**src/rtl/pcm_pkg.sv**
```systemverilog
package pcm_pkg;

    // Gate sequencer states
    typedef enum logic [2:0] {
        GS_IDLE      = 3'd0,
        GS_LEAD_GAP  = 3'd1,
        GS_HIGH_ON   = 3'd2,
        GS_TRAIL_GAP = 3'd3,
        GS_LOW_ON    = 3'd4
    } gate_state_t;

endpackage

```
**src/rtl/pcm_period_timer.sv**
```systemverilog
module pcm_period_timer #(
    parameter int PERIOD = 450,
    localparam int CNT_W = $clog2(PERIOD)
) (
    input  logic             clk,
    input  logic             rst_n,
    input  logic [CNT_W-1:0] ref_in,
    output logic             wrap_o,
    output logic             start_o,
    output logic             adc_trig_o
);

    localparam logic [CNT_W-1:0] LAST = CNT_W'(PERIOD - 1);

    logic [CNT_W-1:0] cnt;
    logic [CNT_W-1:0] ref_q;

    assign wrap_o = (cnt == LAST);

    // Reset parks the counter on the last count so the first edge opens a period
    always_ff @(posedge clk or negedge rst_n) begin
        if (!rst_n) begin
            cnt   <= LAST;
            ref_q <= '0;
        end else if (wrap_o) begin
            cnt   <= '0;
            ref_q <= ref_in;
        end else begin
            cnt   <= cnt + 1'b1;
        end
    end

    assign start_o    = (cnt == '0);
    // Reference phase is high for counts below ref_q; its falling edge is at ref_q
    assign adc_trig_o = (ref_q != '0) && (cnt == ref_q);

endmodule

```
**src/rtl/pcm_ramp_gen.sv**
```systemverilog
module pcm_ramp_gen #(
    parameter int CMD_W      = 12,
    parameter int RAMP_SHIFT = 4,
    localparam int RAMP_W    = CMD_W + RAMP_SHIFT
) (
    input  logic              clk,
    input  logic              rst_n,
    input  logic              wrap,
    input  logic [CMD_W-1:0]  cmd_in,
    input  logic [RAMP_W-1:0] slope_in,
    output logic [RAMP_W-1:0] ramp_o
);

    logic [RAMP_W-1:0] peak;
    logic [RAMP_W-1:0] slope_q;

    generate
        if (RAMP_SHIFT == 0) begin : g_noscale
            assign peak = cmd_in;
        end else begin : g_scale
            assign peak = {cmd_in, {RAMP_SHIFT{1'b0}}};
        end
    endgenerate

    always_ff @(posedge clk or negedge rst_n) begin
        if (!rst_n) begin
            ramp_o  <= '0;
            slope_q <= '0;
        end else if (wrap) begin
            ramp_o  <= peak;
            slope_q <= slope_in;
        end else if (ramp_o > slope_q) begin
            ramp_o  <= ramp_o - slope_q;
        end else begin
            ramp_o  <= '0;
        end
    end

endmodule

```
**src/rtl/pcm_gate_fsm.sv**
```systemverilog
module pcm_gate_fsm
    import pcm_pkg::*;
#(
    parameter int PERIOD = 450,
    parameter int DT_W   = 6,
    localparam int CNT_W = $clog2(PERIOD)
) (
    input  logic             clk,
    input  logic             rst_n,
    input  logic             wrap,
    input  logic             trip_in,
    input  logic [DT_W-1:0]  dead_in,
    input  logic [CNT_W-1:0] maxon_in,
    output logic             hs_o,
    output logic             ls_o,
    output logic [CNT_W-1:0] maxon_q
);

    gate_state_t      st, st_n;
    logic [DT_W-1:0]  gap, gap_n;
    logic [CNT_W-1:0] on_cnt, on_n;
    logic [DT_W-1:0]  dead_q;
    logic             trip_lat;
    logic             tripped;
    logic             gap_done;
    logic             on_done;

    assign tripped  = trip_in | trip_lat;
    assign gap_done = ((DT_W+1)'(gap) + 1'b1) >= (DT_W+1)'(dead_q);
    assign on_done  = ((CNT_W+1)'(on_cnt) + 1'b1) >= (CNT_W+1)'(maxon_q);

    // Next-state decision
    always_comb begin
        st_n  = st;
        gap_n = gap;
        on_n  = on_cnt;
        if (wrap) begin
            st_n  = GS_LEAD_GAP;
            gap_n = '0;
            on_n  = '0;
        end else begin
            unique case (st)
                GS_IDLE: begin
                end
                GS_LEAD_GAP: begin
                    if (gap_done) begin
                        st_n  = (tripped || maxon_q == '0) ? GS_TRAIL_GAP : GS_HIGH_ON;
                        gap_n = '0;
                        on_n  = '0;
                    end else begin
                        gap_n = gap + 1'b1;
                    end
                end
                GS_HIGH_ON: begin
                    if (tripped || on_done) begin
                        st_n  = GS_TRAIL_GAP;
                        gap_n = '0;
                    end else begin
                        on_n  = on_cnt + 1'b1;
                    end
                end
                GS_TRAIL_GAP: begin
                    if (gap_done) st_n = GS_LOW_ON;
                    else          gap_n = gap + 1'b1;
                end
                GS_LOW_ON: begin
                end
                default: st_n = GS_IDLE;
            endcase
        end
    end

    // State register and period-latched settings
    always_ff @(posedge clk or negedge rst_n) begin
        if (!rst_n) begin
            st       <= GS_IDLE;
            gap      <= '0;
            on_cnt   <= '0;
            dead_q   <= '0;
            maxon_q  <= '0;
            trip_lat <= 1'b0;
        end else begin
            st     <= st_n;
            gap    <= gap_n;
            on_cnt <= on_n;
            if (wrap) begin
                dead_q   <= dead_in;
                maxon_q  <= maxon_in;
                trip_lat <= 1'b0;
            end else begin
                trip_lat <= tripped;
            end
        end
    end

    // Output decode
    always_comb begin
        hs_o = 1'b0;
        ls_o = 1'b0;
        unique case (st)
            GS_HIGH_ON: hs_o = 1'b1;
            GS_LOW_ON:  ls_o = 1'b1;
            default: begin
            end
        endcase
    end

endmodule

```
**src/rtl/pcm_slope_pwm.sv**
```systemverilog
module pcm_slope_pwm #(
    parameter int PERIOD     = 450,
    parameter int CMD_W      = 12,
    parameter int RAMP_SHIFT = 4,
    parameter int DT_W       = 6,
    localparam int CNT_W     = $clog2(PERIOD),
    localparam int RAMP_W    = CMD_W + RAMP_SHIFT
) (
    input  logic              clk,
    input  logic              rst_n,
    input  logic [CMD_W-1:0]  cmd_shadow,
    input  logic [RAMP_W-1:0] slope_shadow,
    input  logic [DT_W-1:0]   dead_shadow,
    input  logic [CNT_W-1:0]  maxon_shadow,
    input  logic [CNT_W-1:0]  ref_shadow,
    input  logic              trip_in,
    output logic              hs_gate,
    output logic              ls_gate,
    output logic [RAMP_W-1:0] ramp,
    output logic              period_start,
    output logic              adc_trig
);

    logic             wrap;
    logic [CNT_W-1:0] maxon_q;

    pcm_period_timer #(.PERIOD(PERIOD)) u_timer (
        .clk        (clk),
        .rst_n      (rst_n),
        .ref_in     (ref_shadow),
        .wrap_o     (wrap),
        .start_o    (period_start),
        .adc_trig_o (adc_trig)
    );

    pcm_ramp_gen #(.CMD_W(CMD_W), .RAMP_SHIFT(RAMP_SHIFT)) u_ramp (
        .clk      (clk),
        .rst_n    (rst_n),
        .wrap     (wrap),
        .cmd_in   (cmd_shadow),
        .slope_in (slope_shadow),
        .ramp_o   (ramp)
    );

    pcm_gate_fsm #(.PERIOD(PERIOD), .DT_W(DT_W)) u_fsm (
        .clk      (clk),
        .rst_n    (rst_n),
        .wrap     (wrap),
        .trip_in  (trip_in),
        .dead_in  (dead_shadow),
        .maxon_in (maxon_shadow),
        .hs_o     (hs_gate),
        .ls_o     (ls_gate),
        .maxon_q  (maxon_q)
    );

endmodule

```
**config.mk**
```make
export PLATFORM = sky130hd
export DESIGN_NAME = pcm_slope_pwm
export DESIGN_NICKNAME = d
export VERILOG_FILES = /design/src/rtl/pcm_pkg.sv /design/src/rtl/pcm_period_timer.sv /design/src/rtl/pcm_ramp_gen.sv /design/src/rtl/pcm_gate_fsm.sv /design/src/rtl/pcm_slope_pwm.sv
export SDC_FILE = /design/constraint.sdc
export NUM_CORES = 1
export LEC_CHECK = 0
export BUFFER_PORTS_ARGS = -buffer_cell sky130_fd_sc_hd__buf_2
export CORE_ASPECT_RATIO = 0.6
export CORE_MARGIN = 3
export CORE_UTILIZATION = 33
export CTS_BUF_LIST = sky130_fd_sc_hd__clkbuf_8
export DETAILED_ROUTE_END_ITERATION = 10
export PLACE_DENSITY = 0.62
export SLEW_MARGIN = 20
export SYNTH_ARGS = -nofsm -noshare
export SYNTH_HDL_FRONTEND = slang
export SYNTH_SLANG_ARGS = --single-unit
```
**constraint.sdc**
```tcl
create_clock -name clk -period 3.9 [get_ports clk]
set_input_delay 0.39 -clock clk [delete_from_list [all_inputs] [get_ports clk]]
set_output_delay 0.39 -clock clk [all_outputs]
set_load 0.03 [all_outputs]
```
== After elaboration in Yosys (flattened, before gate mapping) ==
Cells that the tools add are included.

* Add/subtract/negate cells: 6
* Order comparisons: 3
* Equal/unequal tests: 12
* Muxes and demuxes: 21
* Bitwise operators: 1
* Reductions and logical operators: 13

{| class="wikitable"
|+ Operators by type and width
! kind !! count
|-
| two-way mux 9 bit || 4
|-
| two-way mux 16 bit || 2
|-
| two-way mux 6 bit || 4
|-
| adder 9 x 1 -> 9 bit (second input constant) || 2
|-
| logical NOT 9 bit || 2
|-
| case mux 6 bit (3 select lines) || 1
|-
| case mux 9 bit (2 select lines) || 1
|-
| > comparator 16 bit || 1
|-
| subtractor 16 bit || 1
|-
| two-way mux 3 bit || 4
|-
| case mux 3 bit (4 select lines) || 1
|-
| adder 9 x 1 -> 10 bit (second input constant) || 1
|-
| >= comparator 10 x 9 -> 1 bit || 1
|-
| == test 9 bit || 1
|-
| == test 9 bit (second input constant) || 1
|-
| inequality test 3 x 1 -> 1 bit (second input constant) || 3
|-
| nonzero test 9 bit || 1
|-
| adder 6 x 1 -> 7 bit (second input constant) || 1
|-
| >= comparator 7 x 6 -> 1 bit || 1
|-
| adder 6 x 1 -> 6 bit (second input constant) || 1
|-
| == test 3 x 2 -> 1 bit (second input constant) || 2
|-
| inequality test 3 x 2 -> 1 bit (second input constant) || 2
|-
| AND reduction 3 bit || 2
|-
| two-way mux 1 bit || 4
|-
| other kinds (11) || 12
|}

* Bits in registers: 84
* Bits of input ports: 55
* Word-level logic and storage cells: 66

== Logic depth before layout (Yosys ltp) ==
Gate-level depths: netlist of run 1.

* Word-level depth: 6
* Depth in mapped cells: 12
* Mapped depth without buffers: 11

== Hierarchy ==
Synthesis of run 1 repeated with hierarchy kept, for this count alone.

* Cells, all modules: 502
* Area, all modules: 4981.0 µm²

{| class="wikitable"
|+ By module, submodules not included
! module !! times used !! cells an instance !! area each (µm²) !! sequential area each (µm²)
|-
| pcm_gate_fsm || 1 || 211 || 2016.9 || 850.8
|-
| pcm_ramp_gen || 1 || 211 || 2010.7 || 800.8
|-
| pcm_period_timer || 1 || 80 || 953.4 || 455.4
|}

== Worst setup path after synthesis of run 1 ==
No wires, ideal clock.

* Path type: flip-flop to flip-flop
* From: register u_fsm.on_cnt[0]
* To: register u_fsm.gap[0]
* Arrival: 2679 ps
* Required time: 3775 ps
* Setup slack: 1097 ps
* Cell stages (with the launch flop): 13
* Path buffers: 1
* Clock period less this slack: 2803 ps
* Path through: dfrtp_1 -> ha_1 -> nand2_1 -> nor3_1 -> xor2_1 -> ha_1 -> nand4_1 -> nand4b_1 -> a211oi_1 -> and2_2 -> o31a_1 -> buf_4 -> mux2_2

* Word-level cells in the longest chain between the ends: 5

{| class="wikitable"
|+ RTL lines
! item !! RTL line !! text
|-
| start, declared || pcm_gate_fsm.sv:21 || <nowiki>logic [CNT_W-1:0] on_cnt, on_n;</nowiki>
|-
| start signal, assigned || pcm_gate_fsm.sv:85 || <nowiki>on_cnt <= on_n;</nowiki>
|-
| adder 9 x 1 -> 10 bit || pcm_gate_fsm.sv:30 || <nowiki>assign on_done = ((CNT_W+1)'(on_cnt) + 1'b1) >= (CNT_W+1)'(maxon_q);</nowiki>
|-
| >= comparator 10 x 9 -> 1 bit || pcm_gate_fsm.sv:30 ||
|-
| logical OR 1 bit || pcm_gate_fsm.sv:55 || <nowiki>if (tripped || on_done) begin</nowiki>
|-
| inequality test 3 x 1 -> 1 bit (no source line) || - ||
|-
| AND reduction 3 bit (no source line) || - ||
|-
| end signal, assigned || pcm_gate_fsm.sv:84 || <nowiki>gap <= gap_n;</nowiki>
|-
| end, declared || pcm_gate_fsm.sv:20 || <nowiki>logic [DT_W-1:0] gap, gap_n;</nowiki>
|}

No other way between the ends.
A chain may end at the register's enable or synchronous reset.

== Worst setup path after layout of run 1 ==
* From: register u_fsm.on_cnt[0]
* To: register u_fsm.gap[1]

The elaborated chain is that of the path after synthesis.

==> results of run 1 <==
where the power goes:
part	total [mW]	switching (mW)	internal, mW	leakage, nW
Clock	0.625	0.318	0.307	0.0956
Sequential	0.964	0.0547	0.909	0.917
Combinational	0.352	0.180	0.172	1.79
worst min-delay path by stage:
stage	start	end	slack (ns)	cells past startpoint
finish	rst_n	u_ramp.slope_q[10]	0.09	1
global route	rst_n	u_ramp.slope_q[10]	0.15	1
CTS	rst_n	u_ramp.slope_q[10]	0.12	1
detailed placement	u_ramp.slope_q[0]	u_ramp.slope_q[0]	0.48	2
global placement	u_ramp.slope_q[0]	u_ramp.slope_q[0]	0.48	2
floorplan	rst_n	u_fsm.dead_q[0]	0.09	0
cells in the mapped netlist (3+ instances only):
library cell / instances
nor2b_1: 5
a32o_1: 3
a21oi_1: 24
a211oi_1: 5
a21o_1: 7
clkbuf_1: 17
nor4_1: 5
xor2_1: 9
ha_1: 36
and3_1: 6
xnor2_1: 23
nand4_1: 8
and2_1: 3
o21ai_0: 50
dfrtp_1: 80
dfstp_2: 4
nor3b_1: 5
mux2i_1: 4
a22o_1: 7
nand2_1: 98
buf_2: 4
mux2_2: 3
nor3_1: 12
nor2_1: 30
nand3_1: 15
nand2b_1: 4
o31a_1: 3
inv_1: 42
critical path, stage by stage, from the launching register on:
cell	delay, ns
dfrtp_1	0.43
ha_1	0.24
nand2_1	0.14
nor3_1	0.27
xor2_1	0.25
ha_1	0.30
nand4_1	0.10
nand4b_1	0.11
a211oi_1	0.36
and2_2	0.26
o31a_1	0.34
mux2_2	0.38
routing by layer:
metal	routed length, um	vias up	track usage (%)
met4	99	0	3.16
met3	695	12	3.53
met1	6630	1906	23.8
li1	-	2058	-
met5	0	-	0
met2	4670	113	20.5
logic make-up after synthesis:
kind of cell	share of synthesized area, %
adders and majority gates	9.47
muxes	1.49
AOI/OAI and AO/OA	16.1
and+or+nand+nor	19.6
DFF	42.4
buffers and inverters	5.24
xor gates and xnor gates	5.64
flip-flops by register name, summed over array words and instances (netlist names):
name            cells
u_fsm.gap           6
u_ramp.ramp_o      16
u_timer.ref_q       9
u_fsm.on_cnt        9
u_timer.cnt         9
u_ramp.slope_q     16
u_fsm.maxon_q       9
u_fsm.dead_q        6
u_fsm.trip_lat      1
u_fsm.st            3
layout make-up:
| type | count | area share, % |
|---|---|---|
| Clock buffer | 10 | 2.41 |
| Inverter | 42 | 2.76 |
| Timing Repair Buffer | 78 | 7.05 |
| Multi-Input combinational cell | 407 | 45.6 |
| Sequential cell | 84 | 36.9 |
| Clock inverter | 5 | 0.942 |
| Tap cell | 198 | 4.34 |
metrics by stage:
stage | std cells | hold WS (ns)
floorplan | 556 | 0.0944
global placement | 809 | 0.477
detailed placement | 809 | 0.475
CTS | 824 | 0.116
global route | 824 | 0.148
finish | 824 | 0.0893
==> results.json, run 1 <==
{
  "crit-reg2reg-launch": "u_fsm.on_cnt[0]",
  "synth.top_cells.by_area": "dfrtp_1 (40%), ha_1 (9.1%), nand2_1 (7.4%)",
  "avgRoutedWirePerCell_um": 14.7,
  "synth-edff-count": 0,
  "tns_ns": 0,
  "yosysTopAreaCellShare_pct": 40.3,
  "ctsRootBufferMaster": "clkbuf_8",
  "ys_seq_elements": 84,
  "cts_repair_resize_count": 0,
  "cts_num_sinks": 84,
  "post_cts_hold_buffer_count": 0,
  "routed_wirelength_um": 12100,
  "fin_crit_sh_pct": 84.5,
  "critical_path_peak_fanout": 6,
  "worstSetupEndpointType": "flip-flop",
  "synth_area_um2": 4970,
  "power_density_nw_per_um2": 340,
  "proportion_of_register_bits_with_asynchronous_set_or_reset_after_synthesis_pct": 100,
  "drt_pre_antenna_iters": 5,
  "cap_viol_max_count": 0,
  "cts_max_level": 3,
  "vdd_ir_drop_max_uv": 200,
  "cts_tree": "built",
  "grt_setup_unrepaired": "false",
  "p_leak_nw": 2.81,
  "core_area_um2": 14600,
  "synth.avg_cell_area_um2": 8.94,
  "filler_cell_count": 1472,
  "growth_of_design_area_from_synthesis_to_finish_pct": 15.0,
  "viasPerCell": 4.96,
  "fin_total_pwr_mw": 1.94,
  "rr_worst_depth": 11,
  "number_of_top_level_pins": 75,
  "synthesis.nets": 648,
  "number_of_nets_in_the_layout": 714,
  "cp-endpoint": "u_fsm.gap[1]",
  "clkSlewWorstSetupHoldPaths_ns": 0.09,
  "part_of_the_yosys_area_used_for_sequential_elements_pct": 42.4,
  "antenna_found_initial": 0,
  "global_route.overflow_total": 0,
  "timing_worst_setup_path_type": "flip-flop to flip-flop",
  "required_ns": 4.15,
  "drive_above_1_share_pct": 17.7,
  "max_freq_ghz": 0.303,
  "die_w_um": 164,
  "synth_cells": 556,
  "timing.critical_path.arrival_ns": 3.54,
  "grt_first_pass_wirelength_um": 19800,
  "outcome": "finished, final reports clean",
  "total_number_of_yosys_warnings": 0,
  "slew_headroom_pct": 50.4,
  "io_buffers": 74,
  "detail_route.drc_violations": 0,
  "min_delay_worst_type": "input pin to async pin",
  "floorplan.initialDensity_pct": 34.1,
  "finalSetupViolations": 0,
  "drt.antenna.violating_nets": 0,
  "layout.cells.most_common_list": "nand2_1 (98), dfrtp_1 (80), buf_2 (73), o21ai_0 (50), inv_1 (43)",
  "cp-start-kind": "flip-flop",
  "pin_count_of_the_biggest_net_entering_global_routing": 58,
  "r2r-end": "u_fsm.gap[1]",
  "die_area_um2": 16600,
  "cts_post_setup_buffers_inserted": 0,
  "worstMarginPinSlew_ns": 0.743,
  "multi_input_comb_area_um2": 2610,
  "layout.cells.most_common": "nand2_1",
  "number_of_global_route_vias_before_repair": 3898,
  "final-seq-area_um2": 2110,
  "cts-buffers-inserted": 9,
  "reg2reg_setup_slack_ns": 0.60,
  "dp_hpwl_um": 9170,
  "gp_congestion": 0.857,
  "finalInstanceArea_um2": 5710,
  "grt_usage_pct": 15.1,
  "post_synth_num_cell_types": 62,
  "hold_violations": 0,
  "post-route-util_pct": 39.2,
  "detail_route.iter0.violations": 319,
  "timing.clock.skew_ns": 0.0111,
  "final.min_clock_period_ns": 3.30,
  "clk_path_buf_depth": 2,
  "worst_skew_pair.late_latency_ns": 0.36,
  "setup_slack_ns": 0.604,
  "maxSlewViolCount": 0,
  "crit_start": "u_fsm.on_cnt[0]",
  "synth-main-ff-cell": "dfrtp_1",
  "dp_slack_ns": 0.643,
  "synth_top_cell_by_area": "dfrtp_1",
  "antenna-diode-count": 0,
  "placed_area_um2": 5520,
  "placement_rows": 34,
  "die_span_y_um": 101,
  "routed_via_count": 4089
}
Power figures use the tool's default switching activity.
==> inputs of run 2 (changes only) <==
==> constraint.sdc (replaced) <==
create_clock -name clk -period 3.43 [get_ports clk]
set_input_delay 0.343 -clock clk [delete_from_list [all_inputs] [get_ports clk]]
set_output_delay 0.343 -clock clk [all_outputs]
set_load 0.03 [all_outputs]
==> run 2 against run 1 <==
Compared with the run above:
- first-iteration DRC count fell by 17%
- via count rose by 2.4%
- register-to-register slack got worse by 0.29 ns
- non-clock buffer count rose by 4
- routed wire length rose by 3.4%
- count of clock-buffer cells in the layout did not move
- critical path type unchanged
- utilization rose by 0.13 points
- global-route usage rose by 0.51 points
- combinational power rose by 18%
==> results.json, run 2 (synthesis results as in run 1) <==
{
  "outcome": "finished, final reports clean",
  "die_area_um2": 16600,
  "crit_start": "u_fsm.on_cnt[0]",
  "cap_viol_max_count": 0,
  "cts_post_setup_buffers_inserted": 0,
  "r2r-end": "u_fsm.gap[1]",
  "fin_crit_sh_pct": 90.8,
  "cts-buffers-inserted": 9,
  "grt_first_pass_wirelength_um": 20500,
  "timing_worst_setup_path_type": "flip-flop to flip-flop",
  "cts_tree": "built",
  "cp-start-kind": "flip-flop",
  "die_span_y_um": 101,
  "vdd_ir_drop_max_uv": 169,
  "pin_count_of_the_biggest_net_entering_global_routing": 46,
  "tns_ns": 0,
  "avgRoutedWirePerCell_um": 15.1,
  "hold_violations": 0,
  "layout.cells.most_common_list": "nand2_1 (98), dfrtp_1 (80), buf_2 (73), o21ai_0 (50), inv_1 (42)",
  "detail_route.iter0.violations": 264,
  "power_density_nw_per_um2": 380,
  "viasPerCell": 5.05,
  "drive_above_1_share_pct": 18.4,
  "post_cts_hold_buffer_count": 1,
  "ctsRootBufferMaster": "clkbuf_8",
  "slew_headroom_pct": 58.9,
  "placement_rows": 34,
  "final.min_clock_period_ns": 3.11,
  "maxSlewViolCount": 0,
  "finalSetupViolations": 0,
  "cts_repair_resize_count": 0,
  "global_route.overflow_total": 0,
  "layout.cells.most_common": "nand2_1",
  "die_w_um": 164,
  "cts_max_level": 3,
  "max_freq_ghz": 0.321,
  "min_delay_worst_type": "input pin to flip-flop",
  "detail_route.drc_violations": 0,
  "number_of_nets_in_the_layout": 718,
  "clk_path_buf_depth": 2,
  "drt.antenna.violating_nets": 0,
  "antenna-diode-count": 0,
  "critical_path_peak_fanout": 5,
  "dp_hpwl_um": 9460,
  "antenna_found_initial": 0,
  "cp-endpoint": "u_fsm.gap[1]",
  "timing.critical_path.arrival_ns": 3.36,
  "rr_worst_depth": 11,
  "number_of_top_level_pins": 75,
  "worst_skew_pair.late_latency_ns": 0.37,
  "grt_setup_unrepaired": "false",
  "reg2reg_setup_slack_ns": 0.32,
  "reg_top3": "u_ramp.ramp_o: 16 flops, u_ramp.slope_q: 16 flops",
  "cts_num_sinks": 84,
  "routed_via_count": 4187,
  "required_ns": 3.68,
  "crit-reg2reg-launch": "u_fsm.on_cnt[0]",
  "worst_hold_margin_ns": 0.164,
  "grt_usage_pct": 15.6,
  "drt_pre_antenna_iters": 5,
  "gp_congestion": 0.867,
  "io_buffers": 74,
  "core_area_um2": 14600,
  "floorplan.initialDensity_pct": 34.1,
  "worstMarginPinSlew_ns": 0.614,
  "timing.clock.skew_ns": 0.0167,
  "routed_wirelength_um": 12500,
  "growth_of_design_area_from_synthesis_to_finish_pct": 15.4,
  "clkSlewWorstSetupHoldPaths_ns": 0.09,
  "worstSetupEndpointType": "flip-flop",
  "number_of_global_route_vias_before_repair": 4018,
  "p_leak_nw": 2.82,
  "fin_total_pwr_mw": 2.18
}
-- run 2: cell types whose count changed in the layout (fill, tap and decap cells not counted), sizes merged --
cell	previous run	this run
clkinv	1	5
bufinv	1	0
inv	43	42
clkinvlp	2	1
buf	78	81
dlygate4sd3	0	1
-- run 2: area by class of cell --
type	count	area, um^2
Fill cell	1483	8860
Sequential cell	84	2110
Tap cell	198	248
Timing Repair Buffer	82	435
Multi-Input combinational cell	407	2610
Clock inverter	6	40.0
Clock buffer	10	138
Inverter	42	158
-- run 2: worst min path at each step --
| stage | from | end | slack (ns) | cells after the start |
|---|---|---|---|---|
| 3_3_place_gp | rst_n | u_ramp.slope_q[7] | 0.38 | 1 |
| 4_1_cts | ref_shadow[3] | u_timer.ref_q[3] | 0.14 | 3 |
| 2_1_floorplan | rst_n | u_fsm.dead_q[0] | 0.05 | 0 |
| 6_report | ref_shadow[3] | u_timer.ref_q[3] | 0.16 | 3 |
| 5_1_grt | slope_shadow[10] | u_ramp.slope_q[10] | 0.16 | 3 |
| 3_5_place_dp | rst_n | u_ramp.slope_q[6] | 0.40 | 1 |
-- run 2: worst max-delay path, stage by stage (launching register included) --
cell and delay, ns:
dfrtp_1 0.43, ha_1 0.25, nand2_1 0.15, nor3_1 0.26, xor2_1 0.22, ha_1 0.29, nand4_1 0.10, nand4b_1 0.12
a211oi_1 0.34, and2_2 0.25, o31a_1 0.23, mux2_2 0.36
-- run 2: per-layer routing --
metal / GRT usage (%) / wire (um) / vias to the layer above / share of wire [%]
met2: 21.5 / 5010 / 131 / 40
met5: 0 / 0 / - / 0
li1: - / - / 2056 / -
met4: 3.67 / 86 / 0 / 0.69
met1: 24.1 / 6620 / 1989 / 53
met3: 3.86 / 792 / 11 / 6.3
-- run 2: report_power, final --
part,internal (mW),switching [mW]
logic,0.199,0.214
registers,1.03,0.0608
clock network,0.282,0.387
total,1.52,0.662
-- run 2: per-stage QoR --
stage	utilization [%]	cell area, um^2	cells	worst slack [ns]
after floorplan	-	4970	556	0.627
after global placement	38.0	5540	812	0.549
after detailed placement	38.0	5540	812	0.346
after CTS	39.3	5730	829	0.329
after global routing	39.3	5730	829	0.0230
final	39.3	5730	829	0.316
==> inputs of run 3 (changes only) <==
--- a/config.mk
+++ b/config.mk
@@ -9,9 +9,8 @@
 export CORE_ASPECT_RATIO = 0.6
 export CORE_MARGIN = 3
 export CORE_UTILIZATION = 33
-export CTS_BUF_LIST = sky130_fd_sc_hd__clkbuf_8
 export DETAILED_ROUTE_END_ITERATION = 10
-export PLACE_DENSITY = 0.62
+export PLACE_DENSITY = 0.64
 export SLEW_MARGIN = 20
 export SYNTH_ARGS = -nofsm -noshare
 export SYNTH_HDL_FRONTEND = slang
==> constraint.sdc (replaced) <==
create_clock -name clk -period 2.51 [get_ports clk]
set_input_delay 0.251 -clock clk [delete_from_list [all_inputs] [get_ports clk]]
set_output_delay 0.251 -clock clk [all_outputs]
set_load 0.03 [all_outputs]
==> run 3 against run 2 <==
Compared with the run above:
- final cell count is 5.5% higher
- total power is 69% higher
- routed wire length is 5.6% higher
- via count is 4.5% higher
- clock power is 110% higher
- register-to-register slack worse by 0.54 ns
- global-route usage is 0.75 points higher
- largest power group unchanged
- the run now ends with setup timing left
==> results.json, run 3 (synthesis results as in run 1) <==
{
  "outcome": "complete, but fails checks",
  "violations": "setup timing",
  "floorplan.initialDensity_pct": 34.1,
  "dp_slack_ns": -0.364,
  "die_span_y_um": 101,
  "cts_max_level": 3,
  "cpMostUsedCell": "buf_4",
  "drt_pre_antenna_iters": 5,
  "io_buffers": 74,
  "slew_headroom_pct": 61.7,
  "timing_worst_setup_path_type": "flip-flop to flip-flop",
  "antenna_found_initial": 1,
  "drive_above_1_share_pct": 28.7,
  "layout.cells.most_common_list": "nand2_1 (96), dfrtp_1 (78), buf_2 (73), o21ai_0 (48), buf_4 (47)",
  "worst_skew_pair.late_latency_ns": 0.34,
  "die_w_um": 164,
  "cp_slowest_cell": "dfrtp_1",
  "power_density_nw_per_um2": 566,
  "dp_hpwl_um": 9670,
  "r2r-end": "u_fsm.gap[0]",
  "ctsRootBufferMaster": "clkbuf_16",
  "drt.antenna.violating_nets": 0,
  "growth_of_design_area_from_synthesis_to_finish_pct": 30.9,
  "routed_via_count": 4377,
  "top_cell_family_by_delay_on_the_critical_path": "adder cells",
  "cap_viol_max_count": 0,
  "vdd_ir_drop_max_uv": 316,
  "finalSetupViolations": 15,
  "slowest_delay_ns": 0.44,
  "grt_first_pass_wirelength_um": 21600,
  "hold_path_startpoint": "maxon_shadow[0]",
  "cts-buffers-inserted": 9,
  "final.min_clock_period_ns": 2.73,
  "required_ns": 2.74,
  "finalInstanceArea_um2": 6500,
  "die_area_um2": 16600,
  "antenna-diode-count": 0,
  "cell_internal_pwr_mw": 2.64,
  "number_of_top_level_pins": 75,
  "worstSetupEndpointType": "flip-flop",
  "hold_violations": 0,
  "core_area_um2": 14600,
  "timing.clock.skew_ns": 0.00935,
  "cts_tree": "built",
  "power_frac_comb_pct": 21.4,
  "cp-start-kind": "flip-flop",
  "p_leak_nw": 3.24,
  "crit-reg2reg-launch": "u_fsm.on_cnt[0]",
  "critical_path_peak_fanout": 4,
  "viasPerCell": 5.00,
  "rr_worst_depth": 12,
  "number_of_global_route_vias_before_repair": 4418,
  "clk_path_buf_depth": 2,
  "global_route.overflow_total": 0,
  "placement_rows": 34,
  "routed_wirelength_um": 13200,
  "avgRoutedWirePerCell_um": 15.1,
  "cell_chain_of_the_critical_path": "ha_4 > nand2_4 > nor3_4 > xor2_1 > ha_1 > buf_4 > buf_4 > a211oi_4 > and2_4 > o31a_1 > buf_6 > mux2_4",
  "cts_num_sinks": 84,
  "layout.cells.most_common": "nand2_1",
  "clockPowerShare_pct": 37.5,
  "number_of_nets_in_the_layout": 764,
  "min_delay_worst_type": "input pin to flip-flop",
  "setup_slack_ns": -0.220,
  "cp.buffers_inverters": 3,
  "swShare_pct": 28.2,
  "maxSlewViolCount": 0,
  "gp_congestion": 0.941,
  "p_switching_mw": 1.04,
  "clkSlewWorstSetupHoldPaths_ns": 0.07,
  "detail_route.iter0.violations": 199,
  "max_freq_ghz": 0.366,
  "fin_crit_sh_pct": 109,
  "reg2reg_setup_slack_ns": -0.22,
  "timing.critical_path.arrival_ns": 2.96,
  "reg_top3": "u_ramp.ramp_o: 16 flops, u_ramp.slope_q: 16 flops",
  "pin_count_of_the_biggest_net_entering_global_routing": 50,
  "timing.hold.worst_endpoint": "u_fsm.maxon_q[0]",
  "min_path_cells": 3,
  "grt_setup_unrepaired": "true",
  "detail_route.drc_violations": 0,
  "worstMarginPinSlew_ns": 0.570,
  "grt_usage_pct": 16.3,
  "seq_power_share_pct": 41.1,
  "placed_area_um2": 5860
}
==> run 3: worst register-to-register path, delay by kind of cell (launching register included) <==
kind | cells | cell delay, ns
AO/OA/AOI/OAI | 2 | 0.38
XOR/XNOR | 1 | 0.20
adder cells (fa/ha/maj) | 2 | 0.47
buffers and inverters | 3 | 0.41
flip-flops | 1 | 0.44
multiplexers | 1 | 0.30
AND/OR/NAND/NOR | 3 | 0.41
==> run 3: repair_timing <==
| action | CTS | global route |
|---|---|---|
| endpoints found under the setup margin | 15 | 22 |
| hold endpoints to repair | 41 | 0 |
| gates resized for setup | 26 | 18 |
| setup buffers | 11 | 3 |
| hold buffers | 1 | 0 |
| pin swaps | 11 | 7 |
==> run 3: power groups by stage <==
stage | registers (mW) | logic (mW) | clock network (mW)
4_1_cts | 1.51 | 0.781 | 1.42
3_5_place_dp | 1.52 | 0.683 | 0
5_1_grt | 1.52 | 0.884 | 1.48
3_3_place_gp | 1.52 | 0.651 | 0
2_1_floorplan | 1.49 | 0.448 | 0
6_report | 1.51 | 0.788 | 1.38
==> run 3: worst max path at each step <==
stage | from | endpoint | slack [ns] | cells after the start
after floorplan | u_fsm.on_cnt[0] | u_fsm.gap[0] | -0.03 | 12
after global placement | u_fsm.gap[0] | u_fsm.on_cnt[0] | -0.1 | 10
after detailed placement | u_fsm.gap[0] | u_fsm.on_cnt[0] | -0.36 | 10
after CTS | u_fsm.gap[0] | u_fsm.gap[0] | -0.14 | 11
after global routing | u_fsm.on_cnt[0] | u_fsm.gap[1] | -0.28 | 12
final | u_fsm.on_cnt[0] | u_fsm.gap[0] | -0.22 | 12
==> run 3: final cells by class <==
type / count / area (um^2)
Clock buffer: 9 / 225
Clock inverter: 7 / 82.6
Fill cell: 1399 / 8090
Inverter: 42 / 158
Multi-Input combinational cell: 407 / 2860
Sequential cell: 84 / 2110
Tap cell: 198 / 248
Timing Repair Buffer: 128 / 825
==> run 3: per-layer routing <==
metal	wire (um)	global-route usage [%]	share of wire, %
met5	7	0	0.053
met4	140	3.99	1.1
met3	745	3.78	5.6
met2	5640	24.1	43
met1	6670	24.1	51
==> run 3: stage by stage <==
step	total power, mW	std cells	setup TNS (ns)	hold WS, ns	util [%]
finish	3.68	875	-1.35	0.0973	44.6
global route	3.89	875	-2.41	0.107	44.6
CTS	3.71	872	-0.741	0.0847	43.8
detailed placement	2.21	844	-4.33	0.292	40.2
global placement	2.17	844	-0.713	0.273	40.2
floorplan	1.94	556	-0.0573	-0.0446	-
